==> src/rtl/acp_perm_cache.sv <==
module acp_perm_cache #(
    parameter int unsigned LINES = 4,
    parameter int unsigned ID_W  = 2,
    parameter int unsigned IDX_W = 20
) (
    input  logic             clk,
    input  logic             rst_n,
    input  logic [ID_W-1:0]  lk_id,
    input  logic [IDX_W-1:0] lk_idx,
    output logic             lk_hit,
    output logic [7:0]       lk_data,
    input  logic             fill_we,
    input  logic [ID_W-1:0]  fill_id,
    input  logic [IDX_W-1:0] fill_idx,
    input  logic [7:0]       fill_data,
    input  logic             inv_valid,
    input  logic [ID_W-1:0]  inv_id
);
    localparam int unsigned PTR_W = (LINES > 1) ? $clog2(LINES) : 1;

    typedef struct packed {
        logic [LINES-1:0]            vld;
        logic [LINES-1:0][ID_W-1:0]  tid;
        logic [LINES-1:0][IDX_W-1:0] tidx;
        logic [LINES-1:0][7:0]       data;
        logic [PTR_W-1:0]            rr;
    } cache_s;

    cache_s s_d, s_q;
    logic [LINES-1:0] hit_vec;

    for (genvar g = 0; g < LINES; g++) begin : g_cmp
        assign hit_vec[g] = s_q.vld[g] && (s_q.tid[g] == lk_id) && (s_q.tidx[g] == lk_idx);
    end

    always_comb begin
        lk_data = '0;
        for (int i = 0; i < LINES; i++) begin
            if (hit_vec[i]) lk_data = lk_data | s_q.data[i];
        end
    end
    assign lk_hit = |hit_vec;

    always_comb begin
        s_d = s_q;
        if (inv_valid) begin
            for (int i = 0; i < LINES; i++) begin
                if (s_q.tid[i] == inv_id) s_d.vld[i] = 1'b0;
            end
        end
        if (fill_we) begin
            s_d.vld[s_q.rr]  = 1'b1;
            s_d.tid[s_q.rr]  = fill_id;
            s_d.tidx[s_q.rr] = fill_idx;
            s_d.data[s_q.rr] = fill_data;
            s_d.rr = (s_q.rr == PTR_W'(LINES - 1)) ? '0 : s_q.rr + 1'b1;
        end
    end

    always_ff @(posedge clk or negedge rst_n) begin
        if (!rst_n) s_q <= '0;
        else        s_q <= s_d;
    end

    AST_HIT_ONEHOT: assert property (@(posedge clk) disable iff (!rst_n)
        $onehot0(hit_vec));

endmodule

==> config.mk <==
export PLATFORM = sky130hd
export DESIGN_NAME = acp_perm_cache
export DESIGN_NICKNAME = d
export VERILOG_FILES = /design/src/rtl/acp_perm_cache.sv
export SDC_FILE = /design/constraint.sdc
export NUM_CORES = 1
export LEC_CHECK = 0
export BUFFER_PORTS_ARGS = -buffer_cell sky130_fd_sc_hd__buf_4
export CAP_MARGIN = 10
export CORE_UTILIZATION = 35
export DETAILED_ROUTE_END_ITERATION = 7
export PLACE_DENSITY = 0.58
export SLEW_MARGIN = 0
export SYNTH_ARGS = -nofsm -noshare
export SYNTH_HDL_FRONTEND = slang
export SYNTH_SLANG_ARGS = --single-unit
==> constraint.sdc <==
create_clock -name clk -period 2.7 [get_ports clk]
set_clock_uncertainty 0.1 [all_clocks]
set_input_delay 0.54 -clock clk [delete_from_list [all_inputs] [get_ports clk]]
set_output_delay 0.54 -clock clk [all_outputs]
set_load 0.01 [all_outputs]
==> results.md <==
- Core Region: 17,300 um2
- Synthesized Nets: 542
- Dpl hpwl: 10,400 um
- Syn Area/Cell: 12.93 um2
- Post-CTS setup buffers: 0
- Crit-path leading delay family: simple AND/OR/NAND/NOR gates
- Setup WS post-layout: -0.001563 ns
- Max-slew violations: 0
- Area of the multi-input gates: 2880 um2
- Fin crit share: 100.1%
- WHS: 0.04735 ns
- Worst setup EP type: output pin
- Row Count: 48
- Worst path slowest cell: dfrtp_1
- Final setup fails: 2
- Adder-Cell Fraction of Synth Area: 0.8066%
- Fin Setup TNS: -0.002668 ns
- CP required: 2.06 ns
- Post-synth top area cell: dfrtp_1
- Synth warn: 0
- Power Dens Cells: 1117 nW/um2
- TritonCTS clock tree: done
- DRT iter0 DRCs: 149
- Crit path largest cell delay: 0.43 ns
- Leakage: 3.187 nW
- Num CTS Buffers: 17
- CP Buf/Inv Count: 2
- Starting Density: 35.87%
- Hold Path Class: primary input to asynchronous set/reset pin
- Final estimated routing congestion in global placement: 0.7694
- Die X: 135.1 um
- Slew margin rel.: 57.72%
- Actual slew at the worst max-slew pin: 0.6342 ns
- Post-synthesis cell count: 480
- Outcome: complete, but fails checks
- XOR/XNOR Fraction of Synth Area: 13.67%
- Sequential area share after synthesis: 50.82%
- Number of global-route vias before repair: 4,263
- RSZ-0062 raised after global routing: true
- Layout fillers: 1,643
- Fmax: 370.2 MHz
- Placed Instances: 750
- CP cell instances: xnor2_2 > nand3_1 > nor4_4 > buf_4 > nand3_1 > nand4_1 > buf_4
- Antenna diodes: 0
- PortBufs: 66
- Largest family of logic cells by synthesized area: multiplexers
- Max IR drop VDD: 656.4 uV
- Largest net degree at the start of global routing: 48
- Congestion Overflow GR: 0
- Skew-Pair Late Insertion Delay: 0.41 ns
- Max Cap Violations: 0
- Drt wl/cell: 19.03 um
- Clock Tree Buf Depth: 2
- Initial antenna violation count: 0
- DRC viols: 0
- Mux cell area share after synthesis: 21.78%
- First-pass GRT wire length: 23,590 um
- Failing checks: setup timing
- Area grow syn2layout: 22.61%
- H-tree depth: 4
- Final hold violation count: 0
- Layout cells sized above 1: 44.24%
- Via Count: 3,848
- Gr usage total: 17.71%
- Final #Nets: 606
- Die area: 18,260 um2
- Seq cells post-synth: 126
- Layout Cells excl Fill: 781
- Chip Height: 135.1 um
- Synthesized area: 6205 um2
- Vias per inst: 4.927
- FF+latch area: 3153 um2
- Shortest period the worst path allows: 2.702 ns
- Post-layout power: 0.008495 W
- Finished Cell Area: 7607 um2
- Synth top area cells: dfrtp_1 (51%), mux2_2 (22%), xnor2_1 (13%)
- DRT antenna net count: 0
- Startpoint types: register
- Number of library cell types mapped by synthesis: 19
- Share of the synthesized area in the top cell type: 50.82%
- I/O pin total: 67
- Routed Wire Length: 14,860 um
- DRT Pass-1 Iters: 4
- Setup CP Type: register to output pin
- Post-Synth Simple-Gate Area: 8.752%
- Clock transition at path regs: 0.05 ns
- Area after DPL: 6935 um2
- Compound-cell area share of the yosys netlist: 0.4840%
- Crit path DAT: 2.06 ns
- CTS Sinks: 126
- CTS Root Cell: clkbuf_16
- Worst Path Max Fanout: 9
## layout by cell type (no fill, tap or decap), types with 4 or more instances in the layout
cell type    n
dfrtp_1    126
mux2_2     120
xnor2_1     88
buf_4       75
nand3_1     39
nand4_1     28
clkbuf_16   17
nand2_1     15
xnor2_2      8
clkbuf_8     5
buf_12       5
nor4_4       4
ha_1         4
## metrics by stage
| stage | util [%] | worst slack [ns] |
|---|---|---|
| 2_1_floorplan | - | 0.3744 |
| 3_3_place_gp | 40.10 | -0.08062 |
| 3_5_place_dp | 40.10 | -0.09803 |
| 4_1_cts | 43.95 | -0.05347 |
| 5_1_grt | 43.98 | -0.1386 |
| 6_report | 43.98 | -0.001563 |
## synth_stat cells
library cell and instances:
buf_6 10, a22oi_2 1, clkbuf_1 13, nand2_1 15, nor4_4 4, ha_1 4
nor2_2 3, dfrtp_1 126, nand3_1 40, inv_1 2, buf_1 4, xnor2_2 1
nor2_1 2, o21ai_0 2, nand4_1 28, buf_2 9, mux2_2 120, xnor2_1 95
a22oi_1 1
## worst paths after layout
check                                 start                    endpoint  slack (ns)  cells past startpoint
worst max-delay path               register                  lk_data[7]      -0.002                      7
worst min-delay path                  rst_n  asynchronous set/reset pin        0.05                      1
worst max register to register       s_q[0]                    register        0.85                      5
worst min register to register     s_q[123]                    s_q[123]        0.38                      2
max in group asynchronous             rst_n  asynchronous set/reset pin        1.75                      2
min in group clk                fill_idx[2]                    register        0.28                      2
## worst reg2reg max path, cell delays in order, from the launching register on
cell and delay (ns):
dfrtp_1 0.39, inv_1 0.10, ha_1 0.21, nand2_1 0.06, buf_4 0.45, mux2_2 0.41
## routing by layer
layer	wire length, um	share of wire, %	track usage (%)
met4	174	1.2	5.743
met2	7171	48	29.37
met5	0	0	0
met1	6933	47	22.98
met3	583	3.9	3.741
## cell type report
cell class | instances | share of cell area, %
tap | 225 | 3.701
clock buffer | 25 | 6.645
clock inverter | 6 | 1.382
multi-input combinational | 316 | 37.86
timing repair buffer | 81 | 8.865
sequential | 126 | 41.45
inverter | 2 | 0.09868
## cell families after synthesis
kind of cell,Yosys count
and+or+nand+nor,92
DFF,126
xor gates and xnor gates,96
buffers and inverters,38
AOI/OAI and AO/OA,4
adders and majority gates,4
muxes,120
## where the power goes
| group | switching (W) | internal (W) |
|---|---|---|
| clock network | 0.000792 | 0.00156 |
| registers | 0.000660 | 0.00287 |
| logic | 0.00107 | 0.00154 |
| total | 0.00252 | 0.00597 |
## repair_timing
action                                  CTS  global route
endpoints found under the hold margin     0             0
gates resized for setup                   8             1
pin swaps                                 4             2
endpoints found under the setup margin    9             9
hold buffers                              0             0
(Power assumes the default switching activity.)
